**src/rtl/sdram_seq_pkg.sv**
```systemverilog
package sdram_seq_pkg;

    typedef enum logic [2:0] {
        CMD_NOP         = 3'b000,
        CMD_READ        = 3'b001,
        CMD_WRITE       = 3'b010,
        CMD_REFRESH     = 3'b011,
        CMD_PRECHARGE   = 3'b100,
        CMD_LOAD_MODE   = 3'b101,
        CMD_LOAD_CTRL   = 3'b110,
        CMD_LOAD_REFCNT = 3'b111
    } cmd_e;

    typedef enum logic [3:0] {
        ST_WAIT_PWR,
        ST_INIT_PRE,
        ST_INIT_REF,
        ST_INIT_MODE,
        ST_INIT_CTRL,
        ST_INIT_RCNT,
        ST_IDLE,
        ST_RUN_PRE,
        ST_RUN_REF,
        ST_XFER_CMD,
        ST_XFER_DATA
    } seq_state_e;

    // bus bit that selects all banks on a precharge
    localparam int PRE_ALL_BIT = 10;

endpackage

```
**src/rtl/sdram_pwrup_timer.sv**
```systemverilog
module sdram_pwrup_timer #(
    parameter int CYCLES = 26600
) (
    input  logic clk,
    input  logic rst_n,
    output logic done
);
    localparam int CW = $clog2(CYCLES) + 1;

    logic [CW-1:0] cnt;

    always_ff @(posedge clk) begin
        if (!rst_n) begin
            cnt  <= '0;
            done <= 1'b0;
        end else if (!done) begin
            if (cnt == CW'(CYCLES - 1)) done <= 1'b1;
            cnt <= cnt + 1'b1;
        end
    end

    // once the delay has elapsed it stays elapsed
    a_r1_done_sticky: assert property (@(posedge clk) disable iff (!rst_n)
        done |=> done);

endmodule

```
**src/rtl/sdram_refresh_timer.sv**
```systemverilog
module sdram_refresh_timer #(
    parameter int PERIOD = 1037
) (
    input  logic clk,
    input  logic rst_n,
    input  logic run,
    input  logic take,
    output logic due
);
    localparam int CW = $clog2(PERIOD) + 1;

    logic [CW-1:0] cnt;

    always_ff @(posedge clk) begin
        if (!rst_n || !run) begin
            cnt <= CW'(PERIOD - 1);
            due <= 1'b0;
        end else begin
            if (take) due <= 1'b0;
            if (cnt == '0) begin
                cnt <= CW'(PERIOD - 1);
                due <= 1'b1;
            end else begin
                cnt <= cnt - 1'b1;
            end
        end
    end

    // a pending refresh is never lost before it is taken
    a_r9_due_held: assert property (@(posedge clk) disable iff (!rst_n)
        (due && !take && run) |=> due);

endmodule

```
**src/rtl/sdram_seq_fsm.sv**
```systemverilog
module sdram_seq_fsm
    import sdram_seq_pkg::*;
#(
    parameter int              ADDR_W         = 22,
    parameter int              INIT_REFRESHES = 8,
    parameter int              DATA_BEATS     = 4,
    parameter int              REF_PERIOD     = 1037,
    parameter logic [ADDR_W-1:0] MODE_WORD    = '0,
    parameter logic [ADDR_W-1:0] CTRL_WORD    = '0
) (
    input  logic              clk,
    input  logic              rst_n,
    input  logic              pwr_done,
    input  logic              ref_due,
    output logic              ref_take,
    output logic              init_done,
    input  logic              usr_rd,
    input  logic              usr_wr,
    input  logic [ADDR_W-1:0] usr_addr,
    output logic              usr_busy,
    output logic              usr_data_en,
    output logic [2:0]        eng_cmd,
    output logic [ADDR_W-1:0] eng_bus,
    input  logic              eng_ack
);
    localparam int RW = $clog2(INIT_REFRESHES + 1);
    localparam int BW = $clog2(DATA_BEATS + 1);
    localparam logic [ADDR_W-1:0] PRE_ALL = ADDR_W'(1) << PRE_ALL_BIT;
    localparam logic [ADDR_W-1:0] RCNT_WORD = ADDR_W'(REF_PERIOD);

    seq_state_e        state, state_nx;
    cmd_e              cmd_q, op_q;
    logic [ADDR_W-1:0] bus_q, addr_q;
    logic [RW-1:0]     ref_left;
    logic [BW-1:0]     beat;
    logic              ack_hit, req_any;

    assign ack_hit  = eng_ack && (cmd_q != CMD_NOP);
    assign req_any  = usr_rd || usr_wr;
    assign ref_take = (state == ST_IDLE) && ref_due;

    // next-state logic
    always_comb begin
        state_nx = state;
        unique case (state)
            ST_WAIT_PWR:  if (pwr_done) state_nx = ST_INIT_PRE;
            ST_INIT_PRE:  if (ack_hit) state_nx = ST_INIT_REF;
            ST_INIT_REF:  if (ack_hit && ref_left == RW'(1)) state_nx = ST_INIT_MODE;
            ST_INIT_MODE: if (ack_hit) state_nx = ST_INIT_CTRL;
            ST_INIT_CTRL: if (ack_hit) state_nx = ST_INIT_RCNT;
            ST_INIT_RCNT: if (ack_hit) state_nx = ST_IDLE;
            ST_IDLE: begin
                if (ref_due)      state_nx = ST_RUN_PRE;
                else if (req_any) state_nx = ST_XFER_CMD;
            end
            ST_RUN_PRE:   if (ack_hit) state_nx = ST_RUN_REF;
            ST_RUN_REF:   if (ack_hit) state_nx = ST_IDLE;
            ST_XFER_CMD:  if (ack_hit) state_nx = ST_XFER_DATA;
            ST_XFER_DATA: if (beat == BW'(DATA_BEATS - 1)) state_nx = ST_IDLE;
            default:      state_nx = ST_WAIT_PWR;
        endcase
    end

    // state register
    always_ff @(posedge clk) begin
        if (!rst_n) state <= ST_WAIT_PWR;
        else        state <= state_nx;
    end

    // counters and request latch
    always_ff @(posedge clk) begin
        if (!rst_n) begin
            ref_left  <= RW'(INIT_REFRESHES);
            beat      <= '0;
            addr_q    <= '0;
            op_q      <= CMD_READ;
            init_done <= 1'b0;
        end else begin
            if (state == ST_INIT_REF && ack_hit) ref_left <= ref_left - 1'b1;
            beat <= (state == ST_XFER_DATA) ? beat + 1'b1 : '0;
            if (state == ST_IDLE) begin
                init_done <= 1'b1;
                if (!ref_due && req_any) begin
                    addr_q <= usr_addr;
                    op_q   <= usr_rd ? CMD_READ : CMD_WRITE;
                end
            end
        end
    end

    // command outputs
    always_ff @(posedge clk) begin
        if (!rst_n || ack_hit) begin
            cmd_q <= CMD_NOP;
            bus_q <= '0;
        end else begin
            unique case (state)
                ST_INIT_PRE, ST_RUN_PRE: begin cmd_q <= CMD_PRECHARGE;   bus_q <= PRE_ALL;   end
                ST_INIT_REF, ST_RUN_REF: begin cmd_q <= CMD_REFRESH;     bus_q <= '0;        end
                ST_INIT_MODE:            begin cmd_q <= CMD_LOAD_MODE;   bus_q <= MODE_WORD; end
                ST_INIT_CTRL:            begin cmd_q <= CMD_LOAD_CTRL;   bus_q <= CTRL_WORD; end
                ST_INIT_RCNT:            begin cmd_q <= CMD_LOAD_REFCNT; bus_q <= RCNT_WORD; end
                ST_XFER_CMD:             begin cmd_q <= op_q;            bus_q <= addr_q;    end
                default:                 begin cmd_q <= CMD_NOP;         bus_q <= '0;        end
            endcase
        end
    end

    assign eng_cmd     = cmd_q;
    assign eng_bus     = bus_q;
    assign usr_busy    = (state != ST_IDLE);
    assign usr_data_en = (state == ST_XFER_DATA);

    // nothing leaves before the power-up delay has run out
    a_r1_quiet_before_power: assert property (@(posedge clk) disable iff (!rst_n)
        !pwr_done |-> eng_cmd == CMD_NOP);

    // an acknowledged command is followed by NOP
    a_r3_nop_after_ack: assert property (@(posedge clk) disable iff (!rst_n)
        (eng_ack && eng_cmd != CMD_NOP) |=> eng_cmd == CMD_NOP);

    // command and bus hold while unacknowledged
    a_r4_hold_until_ack: assert property (@(posedge clk) disable iff (!rst_n)
        (eng_cmd != CMD_NOP && !eng_ack) |=> ($stable(eng_cmd) && $stable(eng_bus)));

    // a transfer command only follows an idle cycle
    a_r7_accept_from_idle: assert property (@(posedge clk) disable iff (!rst_n)
        ((eng_cmd == CMD_READ || eng_cmd == CMD_WRITE) && $past(eng_cmd) == CMD_NOP)
        |-> !$past(usr_busy, 2));

    // the data window opens right after a transfer acknowledge
    a_r8_window_after_ack: assert property (@(posedge clk) disable iff (!rst_n)
        $rose(usr_data_en) |-> ($past(eng_ack) &&
            ($past(eng_cmd) == CMD_READ || $past(eng_cmd) == CMD_WRITE)));

endmodule

```
**src/rtl/sdram_cmd_seq.sv**
```systemverilog
module sdram_cmd_seq
    import sdram_seq_pkg::*;
#(
    parameter int              ADDR_W         = 22,
    parameter int              PWRUP_CYCLES   = 26600,
    parameter int              INIT_REFRESHES = 8,
    parameter int              REF_PERIOD     = 1037,
    parameter int              DATA_BEATS     = 4,
    parameter logic [ADDR_W-1:0] MODE_WORD    = ADDR_W'(32'h0000_0027),
    parameter logic [ADDR_W-1:0] CTRL_WORD    = ADDR_W'(32'h0000_0123)
) (
    input  logic              clk,
    input  logic              rst_n,
    input  logic              usr_rd,
    input  logic              usr_wr,
    input  logic [ADDR_W-1:0] usr_addr,
    output logic              usr_busy,
    output logic              usr_data_en,
    output logic [2:0]        eng_cmd,
    output logic [ADDR_W-1:0] eng_bus,
    input  logic              eng_ack
);
    logic pwr_done, ref_due, ref_take, init_done;

    sdram_pwrup_timer #(.CYCLES(PWRUP_CYCLES)) pwr_i (
        .clk   (clk),
        .rst_n (rst_n),
        .done  (pwr_done)
    );

    sdram_refresh_timer #(.PERIOD(REF_PERIOD)) rft_i (
        .clk   (clk),
        .rst_n (rst_n),
        .run   (init_done),
        .take  (ref_take),
        .due   (ref_due)
    );

    sdram_seq_fsm #(
        .ADDR_W         (ADDR_W),
        .INIT_REFRESHES (INIT_REFRESHES),
        .DATA_BEATS     (DATA_BEATS),
        .REF_PERIOD     (REF_PERIOD),
        .MODE_WORD      (MODE_WORD),
        .CTRL_WORD      (CTRL_WORD)
    ) fsm_i (
        .clk         (clk),
        .rst_n       (rst_n),
        .pwr_done    (pwr_done),
        .ref_due     (ref_due),
        .ref_take    (ref_take),
        .init_done   (init_done),
        .usr_rd      (usr_rd),
        .usr_wr      (usr_wr),
        .usr_addr    (usr_addr),
        .usr_busy    (usr_busy),
        .usr_data_en (usr_data_en),
        .eng_cmd     (eng_cmd),
        .eng_bus     (eng_bus),
        .eng_ack     (eng_ack)
    );

endmodule

```
**config.mk**
```make
export PLATFORM = sky130hd
export DESIGN_NAME = sdram_cmd_seq
export DESIGN_NICKNAME = d
export VERILOG_FILES = /design/src/rtl/sdram_seq_pkg.sv /design/src/rtl/sdram_pwrup_timer.sv /design/src/rtl/sdram_refresh_timer.sv /design/src/rtl/sdram_seq_fsm.sv /design/src/rtl/sdram_cmd_seq.sv
export SDC_FILE = /design/constraint.sdc
export NUM_CORES = 1
export LEC_CHECK = 0
export CAP_MARGIN = 25
export CORE_UTILIZATION = 55
export DETAILED_ROUTE_END_ITERATION = 10
export DONT_BUFFER_PORTS = 1
export GPL_TIMING_DRIVEN = 0
export PLACE_DENSITY = 0.81
export SYNTH_ARGS = -nofsm -noshare
export SYNTH_HDL_FRONTEND = slang
export SYNTH_HIERARCHICAL = 1
export SYNTH_SLANG_ARGS = --single-unit
```
**constraint.sdc**
```tcl
create_clock -name clk -period 1.7 [get_ports clk]
set_clock_uncertainty 0.1 [all_clocks]
set_input_delay 0.17 -clock clk [delete_from_list [all_inputs] [get_ports clk]]
set_output_delay 0.17 -clock clk [all_outputs]
set_load 0.1 [all_outputs]
```
-- Word-level counts from Yosys, hierarchy flattened
Index checks and enable logic that the tools add are counted.
- input bits: 27
- word-level logic and storage cells: 81
- output and inout port bits: 27
- register bits after elaboration: 92
- equality and inequality tests: 24
- reductions and logical operators: 22
- multiplexer cells: 19
- add/subtract/negate cells: 4
- operators by type and width (operator ; count):
    $pmux 22 s5 ; 1
    $mux 4 ; 11
    $pmux 4 s10 ; 1
    $pmux 3 s6 ; 1
    $add 16x1->16 const B ; 1
    $eq 16x15->1 const B ; 1
    $eq 4x3->1 const B ; 4
    $ne 2x1->1 const B ; 8
    $eq 4x4->1 const B ; 3
    $logic_not 12->1 ; 1
    $sub 12x1->12 const B ; 1
    $reduce_and 10->1 ; 1
    $eq 4x1->1 const B ; 2
    $eq 4x2->1 const B ; 2
    $reduce_or 2->1 ; 4
    $logic_and 1x1->1 ; 5
    $logic_not 4->1 ; 1
    $mux 1 ; 4
    $ne 4x3->1 const B ; 1
    $reduce_and 2->1 ; 2
    $sub 4x1->4 const B ; 1
    $add 3x1->3 const B ; 1
    $eq 3x2->1 const B ; 1
    $logic_not 1->1 ; 3
    6 further kinds ; 8

-- Depth between registers and ports, before layout
- depth in word-level cells: 5
- gate-level depth with buffers: 7
- mapped depth without buffers: 6

-- Hierarchy
Netlist, hierarchy kept.
- by module, submodules not included (module ; seq. area each (um^2) ; area an instance (um^2) ; cells an instance ; times used):
    sdram_seq_fsm ; 1221.2 ; 2474.9 ; 277 ; 1
    sdram_pwrup_timer ; 340.3 ; 815.8 ; 82 ; 1
    sdram_refresh_timer ; 260.2 ; 583.1 ; 63 ; 1

-- Worst setup path after synthesis
OpenSTA, ideal clock, no wires.
- path kind: register -> register
- from: reg fsm_i.state[0]
- to: reg fsm_i.beat[0]
- buffers on the path: 1
- stages on the path, launching flop included: 6
- data required time: 1.530 ns
- arrival time: 2.257 ns
- period minus slack after synthesis: 2.428 ns
- setup slack: -0.728 ns
- setup time: 0.070 ns
- cell sequence: dfxtp_1 -> buf_6 -> nand2b_1 -> nor2_1 -> nand2_1 -> nor2_1
- word-level cells in the longest chain between the ends: 2
- RTL lines (element ; RTL line ; RTL):
    start, declared ; sdram_seq_fsm.sv:31 ; seq_state_e state, state_nx;
    start signal, assigned ; sdram_seq_fsm.sv:67 ; else state <= state_nx;
    $eq 4x4->1 ; n/a ;
    via usr_data_en ; sdram_cmd_seq.sv:18 ; output logic usr_data_en,
    $reduce_and 2->1 (no source line) ; n/a ;
    end signal, assigned ; sdram_seq_fsm.sv:80 ; beat <= (state == ST_XFER_DATA) ? beat + 1'b1 : '0;
    end, declared ; sdram_seq_fsm.sv:35 ; logic [BW-1:0] beat;
The timed path passes the listed nets, and every way through them passes these cells.
A chain may end at the register's enable or synchronous reset.

-- Worst setup path in the final report
- from: reg fsm_i.state[0]
- to: out usr_busy
- word-level cells in the longest chain between the ends: 1
- RTL lines (element ; RTL line ; RTL):
    $ne 4x3->1 ; sdram_seq_fsm.sv:111 ; assign usr_busy = (state != ST_IDLE);
    end, declared ; sdram_cmd_seq.sv:17 ; output logic usr_busy,
No other way between the ends.

==> results.md <==
- Delay-heaviest family, CP: buffers and inverters
- Hold/Removal Path Class: in -> reg
- Net Sw Frac: 36.8%
- First-pass GRT wire length: 14.3 mm
- Via Count: 3314
- Pint: 0.00337 W
- Die width: 85.9 um
- Clock root buffer: clkbuf_8
- Die height: 85.9 um
- Number of synthesized flops with an enable pin: 0
- Layout cells sized above 1: 26.3%
- Residual DRC: 0
- Logic pwr share: 23.4%
- TritonCTS clock tree: yes
- Biggest cell delay along the critical path: 0.44 ns
- Ports: 54
- Gr usage total: 24.9%
- # Max-Cap Violations: 0
- Relative slew margins: 35.8%
- DR top layer: met4
- IO Port Bufs: 0
- Met2 WL: 4.81 mm
- Data arrival, critical path: 1.52 ns
- Met3 WL post-DR: 600 um
- Die ar.: 7380 um2
- Yosys cell types: 63
- Hold endpoint: pwr_i/cnt[2]
- R2R cell count: 5
- GP Congestion: 0.941
- WL met1: 4.05 mm
- CTS Buffer Depth: 2
- H-tree Lvls: 3
- Mapped Area: 3870 um2
- Post-Syn Instances: 422
- Flop-to-flop setup slack: -0.07 ns
- Ant diodes: 0
- Seq pwr share: 49.6%
- Final Hold Vio Count: 0
- Worst skew pair latency: 0.38 ns
- Crit. End Element: output pin
- Worst VDD drop: 1.38 mV
- Final setup viols: 6
- Worst slew pin tran: 0.962 ns
- Nets: 525
- Syn_nets: 457
- Antenna viol nets, final: 0
- Pre-CTS setup slack: -0.354 ns
- Clk network pwr share: 27.0%
- Fmax: 560 MHz
- P&R area growth vs syn: 27.6%
- CP max FO: 4
- Min-delay src: rst_n
- Routed WL: 9.79 mm
- Synthesis Warnings: 6
- Gr ovfl total: 0
- Routed WL per cell: 16.6 um
- CTS Buf Count: 9
- Status: finished with violations
- CP required: 1.43 ns
- Sw power: 0.00196 W
- WHS Path Cells: 2
- Core box area: 6790 um2
- Worst path bufs/invs: 1
- Leading register cell type out of synthesis: dfxtp_1
- Num rows: 30
- # clock sinks: 91
- Violated checks: negative setup slack
- Sequential fraction of the synthesis area: 47.0%
- Largest net degree at the start of global routing: 19
- Crit Reg-Reg Startpoint: rft_i/cnt[0]
- Worst r2r dst: rft_i/cnt[10]
- Leakage: 1.87 nW
- Initial DRT Pass Iterations: 5
- Critical path class: reg -> out
- Crit-path slowest cell: clkinvlp_4
- Starting density of the core: 57.0%
- Synth Area per Inst: 9.18 um2
- First-iteration detailed-routing DRC count: 213
- Slew Limit Fails: 0
- Post-DP HPWL: 5.28 mm
- Fin Setup TNS: -0.251 ns
- Antenna violations before repair: 0
- Crit path cell chain: nand2b_4 -> nor2_4 -> clkinvlp_4
- Final worst path period need: 1.79 ns
- Critical path launch point type: flop
- RSZ-0062 raised after global routing: true
- Vias in the first global route: 3045
- Clk slew on worst S/H paths: 0.11 ns
- Setup ws final: -0.0872 ns
- Pwr/cell area: 1080 nW/um2
- Via density: 5.61
- Flip-flop and latch count after synthesis: 91
- Post-synth ARST share: 0%
- Fin crit share: 105%
kinds of logic (layout without fill, tap and decap cells):
kind of cell,count (synthesis),in the layout,synth area share (%)
DFF,91,91,47.0
xor gates and xnor gates,16,16,3.62
muxes,4,4,1.03
buffers and inverters,30,103,3.81
AOI/OAI and AO/OA,81,81,14.8
adders and majority gates,8,8,2.58
and+or+nand+nor,192,192,27.2
state kept, by name, summed over array words and instances, names as in the netlist:
register,cells
rft_i/due,1
fsm_i/beat,3
fsm_i/init_done,1
fsm_i/state,4
fsm_i/addr_q,22
fsm_i/eng_cmd,3
pwr_i/done,1
pwr_i/cnt,16
fsm_i/ref_left,4
fsm_i/op_q,2
fsm_i/eng_bus,22
rft_i/cnt,12
layout by cell type (no fill, tap or decap), types with 4 or more instances in the layout:
master / count
dfxtp_1: 70
nand3_1: 5
a21oi_2: 4
dfxtp_2: 11
xor2_1: 7
inv_1: 6
a21oi_1: 24
dfxtp_4: 10
buf_6: 7
o21ai_0: 5
buf_2: 4
clkbuf_1: 6
nand2_1: 68
and2_1: 29
dlygate4sd3_1: 26
ha_1: 6
mux2i_1: 4
nor2b_1: 6
xnor2_1: 9
or4_4: 4
nor3_1: 8
a21boi_1: 13
nand2b_1: 4
or3_1: 9
o31ai_1: 4
o21ai_1: 4
nor2_1: 19
buf_4: 32
clkbuf_8: 9
power groups by stage:
stage	clock, W	combinational, W	sequential (W)
3_5_place_dp	0	0.000918	0.00266
2_1_floorplan	0	0.000780	0.00264
4_1_cts	0.00143	0.00107	0.00264
5_1_grt	0.00154	0.00133	0.00266
3_3_place_gp	0	0.000911	0.00266
6_report	0.00144	0.00124	0.00264
layout make-up:
class                           count  area (um2)
Buffer                             17         104
Tap cell                           96         120
Multi-Input combinational cell    301        2080
Clock buffer                        9         124
Timing Repair Buffer               61         536
Sequential cell                    91        1870
Clock inverter                      7        65.1
Inverter                            9        37.5
Fill cell                         460        1850
worst max path at each step:
stage | startpoint | slack [ns] | cells past startpoint | end
finish | fsm_i/state[0] | -0.09 | 3 | usr_busy
global route | fsm_i/state[0] | -0.13 | 3 | usr_busy
CTS | fsm_i/state[3] | -0.15 | 4 | usr_busy
detailed placement | fsm_i/eng_cmd[0] | -0.35 | 5 | fsm_i/eng_bus[16]
global placement | fsm_i/eng_cmd[0] | -0.33 | 5 | fsm_i/eng_bus[13]
floorplan | rft_i/cnt[1] | -0.11 | 6 | rft_i/cnt[10]
metal layers:
metal / global-route usage (%) / vias to the layer above
met2: 43.4 / 127
li1: - / 1591
met3: 7.03 / 37
met5: 0 / -
met1: 29.5 / 1559
met4: 8.48 / 0
what timing repair did:
item / CTS / global route
hold buffers: 26 / 0
buffers inserted: 19 / 15
cloned: 0 / 1
gates resized for setup: 47 / 33
endpoints found under the setup margin: 59 / 58
pin swaps: 14 / 10
hold endpoints to repair: 37 / 0
synthesized netlist by cell type, types with 5 or more instances:
master    instances  area share [%]
dfxtp_1          91              47
or4_1             5            0.97
inv_1             9            0.87
a21boi_1         14             2.7
nor2_1           21             2.0
nand3_1           6            0.78
a21oi_1          27             3.5
ha_1              8             2.6
nand2b_1          7             1.1
clkbuf_1         10            0.97
xnor2_1           9             2.0
o21ai_1           5            0.65
and2_1           29             4.7
xor2_1            7             1.6
o21ai_0           6            0.78
nor2b_1           7             1.1
nor3_1            8             1.0
nand2_1          68             6.6
or3_1            10             1.6
per-stage QoR:
| stage | util (%) | instance area [um2] | hold WS (ns) | total power, W | std cells |
|---|---|---|---|---|---|
| 2_1_floorplan | - | 3890 | 0.191 | 0.00342 | 422 |
| 3_3_place_gp | 59.1 | 4010 | 0.195 | 0.00357 | 518 |
| 3_5_place_dp | 59.1 | 4010 | 0.197 | 0.00358 | 518 |
| 4_1_cts | 69.8 | 4740 | 0.0898 | 0.00515 | 577 |
| 5_1_grt | 72.8 | 4940 | 0.111 | 0.00552 | 591 |
| 6_report | 72.8 | 4940 | 0.0817 | 0.00533 | 591 |
Note: power is estimated with default switching activity, not from simulation.
